[config.mk]
export PLATFORM = sky130hd
export DESIGN_NAME = slice_frame_fmt
export DESIGN_NICKNAME = d
export VERILOG_FILES = /design/src/rtl/sff_pkg.sv /design/src/rtl/sff_ts_cnt.sv /design/src/rtl/sff_evt_buf.sv /design/src/rtl/sff_seq.sv /design/src/rtl/sff_word_gen.sv /design/src/rtl/slice_frame_fmt.sv
export SDC_FILE = /design/constraint.sdc
export NUM_CORES = 1
export LEC_CHECK = 0
export BUFFER_PORTS_ARGS = -buffer_cell sky130_fd_sc_hd__buf_4
export CELL_PAD_IN_SITES_DETAIL_PLACEMENT = 1
export CELL_PAD_IN_SITES_GLOBAL_PLACEMENT = 1
export CORE_MARGIN = 2
export CORE_UTILIZATION = 46
export CTS_BUF_LIST = sky130_fd_sc_hd__clkbuf_8
export DETAILED_ROUTE_END_ITERATION = 8
export PLACE_DENSITY = 0.83
export SLEW_MARGIN = 20
export SYNTH_ARGS = -nofsm -noshare
export SYNTH_HDL_FRONTEND = slang
export SYNTH_SLANG_ARGS = --single-unit
[constraint.sdc]
create_clock -name clk_i -period 2 [get_ports clk_i]
set_input_delay 0.4 -clock clk_i [delete_from_list [all_inputs] [get_ports clk_i]]
set_output_delay 0.4 -clock clk_i [all_outputs]
set_load 0.05 [all_outputs]
[src/rtl/sff_pkg.sv]
package sff_pkg;
  localparam int unsigned WORD_W = 11;
  localparam logic [2:0]  TAG_STAT  = 3'b111;
  localparam logic [2:0]  TAG_TIME  = 3'b101;
  localparam logic [2:0]  TAG_DATA  = 3'b011;
  localparam logic [WORD_W-1:0] SYNC_WORD = 11'b000_0000_0001;

  typedef enum logic [1:0] {
    SLOT_SYNC  = 2'd0,
    SLOT_STAT  = 2'd1,
    SLOT_FRAME = 2'd2
  } slot_e;

  typedef struct packed {
    logic acc_all;
    logic trig;
    logic sync_en;
    logic pipe_en;
  } mode_t;
endpackage

[src/rtl/sff_ts_cnt.sv]
module sff_ts_cnt #(
  parameter int unsigned TS_W    = 24,
  parameter int unsigned TS_WRAP = 10_000_000
) (
  input  logic            clk_i,
  input  logic            rst_ni,
  output logic [TS_W-1:0] ts_o
);
  localparam logic [TS_W-1:0] TS_LAST = TS_W'(TS_WRAP - 1);

  always_ff @(posedge clk_i or negedge rst_ni) begin
    if (!rst_ni)              ts_o <= '0;
    else if (ts_o == TS_LAST) ts_o <= '0;
    else                      ts_o <= ts_o + TS_W'(1);
  end
endmodule

[src/rtl/sff_evt_buf.sv]
// One-deep event holding slot; a take and a new event in the same slice refill it.
module sff_evt_buf #(
  parameter int unsigned HIT_W = 64,
  parameter int unsigned TS_W  = 24
) (
  input  logic             clk_i,
  input  logic             rst_ni,
  input  logic             evt_vld_i,
  input  logic [HIT_W-1:0] evt_hits_i,
  input  logic [TS_W-1:0]  evt_ts_i,
  input  logic             take_i,
  output logic             pend_o,
  output logic [HIT_W-1:0] hits_o,
  output logic [TS_W-1:0]  ts_o,
  output logic             ovf_o
);
  logic load;
  assign load = evt_vld_i && (take_i || !pend_o);

  always_ff @(posedge clk_i or negedge rst_ni) begin
    if (!rst_ni) begin
      pend_o <= 1'b0;
      hits_o <= '0;
      ts_o   <= '0;
      ovf_o  <= 1'b0;
    end else begin
      if (load) begin
        pend_o <= 1'b1;
        hits_o <= evt_hits_i;
        ts_o   <= evt_ts_i;
      end else if (take_i) begin
        pend_o <= 1'b0;
      end
      if (evt_vld_i && !load) ovf_o <= 1'b1;
    end
  end
endmodule

[src/rtl/sff_seq.sv]
module sff_seq #(
  parameter int unsigned FRAME_LEN = 11,
  localparam int unsigned IDX_W    = $clog2(FRAME_LEN)
) (
  input  logic                 clk_i,
  input  logic                 rst_ni,
  input  logic                 pend_i,
  output logic                 take_o,
  output sff_pkg::slot_e       slot_o,
  output logic [IDX_W-1:0]     idx_o,
  output logic                 vld_o
);
  import sff_pkg::*;
  localparam logic [IDX_W-1:0] IDX_LAST = IDX_W'(FRAME_LEN - 1);

  assign take_o = vld_o && (slot_o == SLOT_SYNC) && pend_i;

  always_ff @(posedge clk_i or negedge rst_ni) begin
    if (!rst_ni) begin
      vld_o  <= 1'b0;
      slot_o <= SLOT_SYNC;
      idx_o  <= '0;
    end else begin
      vld_o <= 1'b1;
      if (vld_o) begin
        unique case (slot_o)
          SLOT_SYNC: begin
            idx_o  <= '0;
            slot_o <= pend_i ? SLOT_FRAME : SLOT_STAT;
          end
          SLOT_STAT: slot_o <= SLOT_SYNC;
          SLOT_FRAME: begin
            if (idx_o == IDX_LAST) begin
              slot_o <= SLOT_SYNC;
              idx_o  <= '0;
            end else begin
              idx_o <= idx_o + IDX_W'(1);
            end
          end
          default: slot_o <= SLOT_SYNC;
        endcase
      end
    end
  end
endmodule

[src/rtl/sff_word_gen.sv]
module sff_word_gen #(
  parameter int unsigned HIT_W = 64,
  parameter int unsigned TS_W  = 24,
  localparam int unsigned N_TS_B    = TS_W / 8,
  localparam int unsigned N_HIT_B   = HIT_W / 8,
  localparam int unsigned FRAME_LEN = N_TS_B + N_HIT_B,
  localparam int unsigned IDX_W     = $clog2(FRAME_LEN)
) (
  input  logic                          clk_i,
  input  logic                          rst_ni,
  input  logic                          load_i,
  input  logic [HIT_W-1:0]              hits_i,
  input  logic [TS_W-1:0]               ts_i,
  input  sff_pkg::slot_e                slot_i,
  input  logic [IDX_W-1:0]              idx_i,
  input  sff_pkg::mode_t                mode_i,
  input  logic [2:0]                    ts_low_i,
  output logic [sff_pkg::WORD_W-1:0]    word_o
);
  import sff_pkg::*;

  logic [HIT_W-1:0]  frm_hits;
  logic [TS_W-1:0]   frm_ts;
  logic [WORD_W-1:0] frame_words [FRAME_LEN];
  logic [WORD_W-1:0] stat_word;

  always_ff @(posedge clk_i or negedge rst_ni) begin
    if (!rst_ni) begin
      frm_hits <= '0;
      frm_ts   <= '0;
    end else if (load_i) begin
      frm_hits <= hits_i;
      frm_ts   <= ts_i;
    end
  end

  for (genvar g = 0; g < N_TS_B; g++) begin : g_time
    assign frame_words[g] = {frm_ts[8*g +: 8], TAG_TIME};
  end
  for (genvar h = 0; h < N_HIT_B; h++) begin : g_data
    assign frame_words[N_TS_B + h] = {frm_hits[8*h +: 8], TAG_DATA};
  end

  assign stat_word = {mode_i.acc_all, mode_i.trig, mode_i.sync_en, mode_i.pipe_en,
                      1'b0, ts_low_i, TAG_STAT};

  always_comb begin
    word_o = SYNC_WORD;
    unique case (slot_i)
      SLOT_STAT:  word_o = stat_word;
      SLOT_FRAME: if (32'(idx_i) < FRAME_LEN) word_o = frame_words[idx_i];
      default:    word_o = SYNC_WORD;
    endcase
  end
endmodule

[src/rtl/slice_frame_fmt.sv]
module slice_frame_fmt #(
  parameter int unsigned TS_W    = 24,
  parameter int unsigned TS_WRAP = 10_000_000,
  parameter int unsigned HIT_W   = 64
) (
  input  logic             clk_i,
  input  logic             rst_ni,
  input  logic             hit_vld_i,
  input  logic [HIT_W-1:0] hit_i,
  input  logic             acc_all_i,
  input  logic             trig_mode_i,
  input  logic             sync_en_i,
  input  logic             pipe_en_i,
  output logic [10:0]      word_o,
  output logic             word_vld_o,
  output logic             overflow_o
);
  import sff_pkg::*;
  localparam int unsigned FRAME_LEN = TS_W / 8 + HIT_W / 8;
  localparam int unsigned IDX_W     = $clog2(FRAME_LEN);

  logic [TS_W-1:0]  ts_q;
  logic             pend, take;
  logic [HIT_W-1:0] pend_hits;
  logic [TS_W-1:0]  pend_ts;
  slot_e            slot;
  logic [IDX_W-1:0] idx;
  mode_t            mode;

  assign mode = '{acc_all: acc_all_i, trig: trig_mode_i, sync_en: sync_en_i, pipe_en: pipe_en_i};

  sff_ts_cnt #(.TS_W(TS_W), .TS_WRAP(TS_WRAP)) i_ts (
    .clk_i, .rst_ni, .ts_o(ts_q)
  );

  sff_evt_buf #(.HIT_W(HIT_W), .TS_W(TS_W)) i_buf (
    .clk_i, .rst_ni,
    .evt_vld_i(hit_vld_i), .evt_hits_i(hit_i), .evt_ts_i(ts_q),
    .take_i(take), .pend_o(pend), .hits_o(pend_hits), .ts_o(pend_ts),
    .ovf_o(overflow_o)
  );

  sff_seq #(.FRAME_LEN(FRAME_LEN)) i_seq (
    .clk_i, .rst_ni, .pend_i(pend), .take_o(take),
    .slot_o(slot), .idx_o(idx), .vld_o(word_vld_o)
  );

  sff_word_gen #(.HIT_W(HIT_W), .TS_W(TS_W)) i_word (
    .clk_i, .rst_ni, .load_i(take), .hits_i(pend_hits), .ts_i(pend_ts),
    .slot_i(slot), .idx_i(idx), .mode_i(mode), .ts_low_i(ts_q[2:0]),
    .word_o(word_o)
  );
endmodule

==> impl_metrics.env <==
export IMPL_outcome="complete, but fails checks"
export IMPL_root_buffer="clkbuf_8"
export IMPL_setup_tns_ns=-6.722
export IMPL_die_w_microns=144.0
export IMPL_dp_hpwl_mm=16.64
export IMPL_grt_setup_unrepaired="true"
export IMPL_globalplace_congestion=0.8677
export IMPL_viasPerCell=5.519
export IMPL_synthesis_area_sq_um=9010
export IMPL_clk_latency_ns=0.55
export IMPL_relSlewSlack_pct=61.32
export IMPL_critPathCaptureType="output port"
export IMPL_final_common_cell="dfrtp_1"
export IMPL_fin_ws_ns=-0.7161
export IMPL_layout_drive_gt1_share_pct=55.46
export IMPL_cts_inserted_buffers=36
export IMPL_place_worst_setup_slack_ns=-0.2009
export IMPL_synth_area_leaders="dfrtp_1 (58%), mux2_2 (23%), mux2i_1 (2.7%), xnor2_1 (1.5%), a22oi_1 (1.2%)"
export IMPL_drt_initial_drc_count=325
export IMPL_ys_seq_area_share_pct=58.05
export IMPL_clock_sinks=209
export IMPL_via_count=6109
export IMPL_finalSetupViolCount=11
export IMPL_synthArstFlopShare_pct=100.0
export IMPL_routed_wl_mm=25.50
export IMPL_tightest_slew_ns=0.5742
export IMPL_grt_pass1_vias=7042
export IMPL_finalHoldViolCount=0
export IMPL_synthFlopType="dfrtp_1"
export IMPL_worstSetupPathType="flip-flop to output port"
export IMPL_peakVddDrop_uv=971.1
export IMPL_initial_core_util_pct=46.60
export IMPL_cp_arrival_ns=2.32
export IMPL_r2r_cells=5
export IMPL_grt_pass1_wl_mm=40.30
export IMPL_grt_max_degree=54
export IMPL_finalClockSkew_ns=0.01998
export IMPL_cp_max_fo=10
export IMPL_drv_slew=0
export IMPL_violations="negative setup slack"
export IMPL_min_period_over_period_pct=135.8
export IMPL_drv_cap=0
export IMPL_ys_types=48
export IMPL_fin_crit_ns=2.716
export IMPL_coreArea_sq_um=19330
export IMPL_netlist_instances=659
export IMPL_path_clk_slew_ns=0.07
export IMPL_dr_pass1_iters=4
export IMPL_cp_start_kind="flip-flop"
export IMPL_synth_area_leader_cell="dfrtp_1"
export IMPL_syn_num_nets=736
export IMPL_utilization_pct=61.13
export IMPL_max_freq_mhz=368.2
export IMPL_holdPathStages=2
export IMPL_netlist_area_leader_share_pct=58.05
export IMPL_die_h_microns=144.0
export IMPL_clock_path_buffers=3
export IMPL_cts_htree_levels=2
export IMPL_final_cell_mix="dfrtp_1 (207), mux2_2 (182), buf_4 (130), clkbuf_8 (45), nor2_1 (19)"
export IMPL_grtUsageTotal_pct=25.89
export IMPL_cts_tree="yes"
export IMPL_dp_cells=1039
export IMPL_ant_nets=0
export IMPL_antenna_found_initial=0
export IMPL_row_count=51
export IMPL_route_detailed_drc=0
export IMPL_p_leak_nw=5.235
export IMPL_die_area_sq_um=20720
export IMPL_cp_data_required_time_ns=1.60
export IMPL_ys_seq_elements=209
export IMPL_nNetsFinal=894
export IMPL_overflow=0
export IMPL_hold_path_class="primary input to flip-flop"
export IMPL_power_density_nw_per_um2=1499
export IMPL_ios=84
export IMPL_yosys_warnings=0
export IMPL_synth_edf_count=0
export IMPL_diodes=0
export IMPL_syn_to_final_growth_pct=31.18
export IMPL_io_buffers=83
export IMPL_fin_cells=1107
export IMPL_avgSynthCellArea_sq_um=13.67
export IMPL_wl_per_cell_microns=23.04
worst max-delay path, stage by stage (launching register included):
cell and delay, ns:
dfrtp_2 0.44, buf_4 0.17, buf_8 0.16, mux2i_4 0.25, and3_4 0.21, a21oi_1 0.05
a41o_2 0.30, buf_4 0.19
synth_stat cells (2+ instances only):
cell type / count
a2111oi_0: 6
a21oi_1: 7
a22oi_1: 14
a2bb2oi_1: 6
and3_1: 3
buf_1: 3
buf_2: 15
clkbuf_1: 19
dfrtp_1: 209
ha_1: 6
inv_1: 6
mux2_2: 182
mux2i_1: 24
mux4_2: 2
nand2_1: 20
nand2b_1: 4
nand3_1: 20
nand3b_1: 2
nand4_1: 7
nor2_1: 22
nor2b_1: 10
nor3_1: 3
nor3b_1: 2
nor4_1: 5
nor4bb_1: 2
o21ai_0: 15
o21bai_1: 2
o31ai_1: 2
or4_1: 5
xnor2_1: 15
xor2_1: 4
sequential cells by signal, indices dropped and copies added (netlist names):
signal           cells
i_word.frm_hits     64
i_buf.hits_o        64
i_buf.ovf_o          1
i_ts.ts_o           24
i_seq.idx_o          4
i_word.frm_ts       24
i_buf.pend_o         1
i_seq.slot_o         2
i_seq.vld_o          1
i_buf.ts_o          24
path summary, 6_finish.rpt:
| path | end | from | slack (ns) |
|---|---|---|---|
| worst max-delay path | word_o[9] | i_seq.idx_o[0]$_DFFE_PN0P_ | -0.72 |
| max in group asynchronous | i_word.frm_ts[5]$_DFFE_PN0P_ | rst_ni | 0.94 |
| worst min register to register | i_buf.ovf_o$_DFFE_PN0P_ | i_buf.ovf_o$_DFFE_PN0P_ | 0.46 |
| worst min-delay path | i_buf.hits_o[59]$_DFFE_PN0P_ | hit_i[59] | 0.09 |
| worst max register to register | i_ts.ts_o[20]$_DFF_PN0_ | i_ts.ts_o[0]$_DFF_PN0_ | 0.07 |
| min in group asynchronous | i_buf.hits_o[21]$_DFFE_PN0P_ | rst_ni | 0.38 |
logic make-up after synthesis:
group | share of synthesized area, %
muxes | 25.91
DFF | 58.05
other | 0.04162
AOI/OAI and AO/OA | 4.722
adders and majority gates | 0.8332
buffers and inverters | 2.055
and+or+nand+nor | 6.541
xor gates and xnor gates | 1.847
metal layers:
layer / GRT usage (%) / wire, microns
met3: 4.965 / 1024
met2: 46.17 / 13260
met5: 0 / 0
met1: 30.74 / 10190
met4: 10.53 / 1029
area by class of cell:
| class | count | area, sq um |
|---|---|---|
| clock buffer | 44 | 605.6 |
| clock inverter | 19 | 167.7 |
| fill | 1868 | 7516 |
| inverter | 6 | 26.28 |
| multi-input combinational | 406 | 4051 |
| sequential | 209 | 5233 |
| tap | 265 | 331.6 |
| timing repair buffer | 158 | 1404 |
timing repair:
action / CTS / global route
hold buffers: 1 / 0
pin swaps: 8 / 2
setup buffers: 4 / 0
hold endpoints to repair: 45 / 0
setup endpoints to repair: 11 / 24
gates resized for setup: 57 / 21
per-stage QoR:
step / total power [mW] / area (sq um) / hold WS (ns)
after floorplan: 10.42 / 9216 / 0.1044
after global placement: 12.29 / 10660 / 0.3796
after detailed placement: 12.69 / 10660 / 0.3910
after CTS: 17.51 / 11720 / 0.06348
after global routing: 18.56 / 11820 / 0.06529
final: 17.72 / 11820 / 0.08802
report_power, final:
group          total, mW  internal (mW)  leakage (nW)  switching (mW)
registers           6.84           5.75          2.57            1.09
logic               6.68           3.61          2.24            3.06
clock network       4.19           2.38         0.421            1.81
Power figures use the tool's default switching activity.
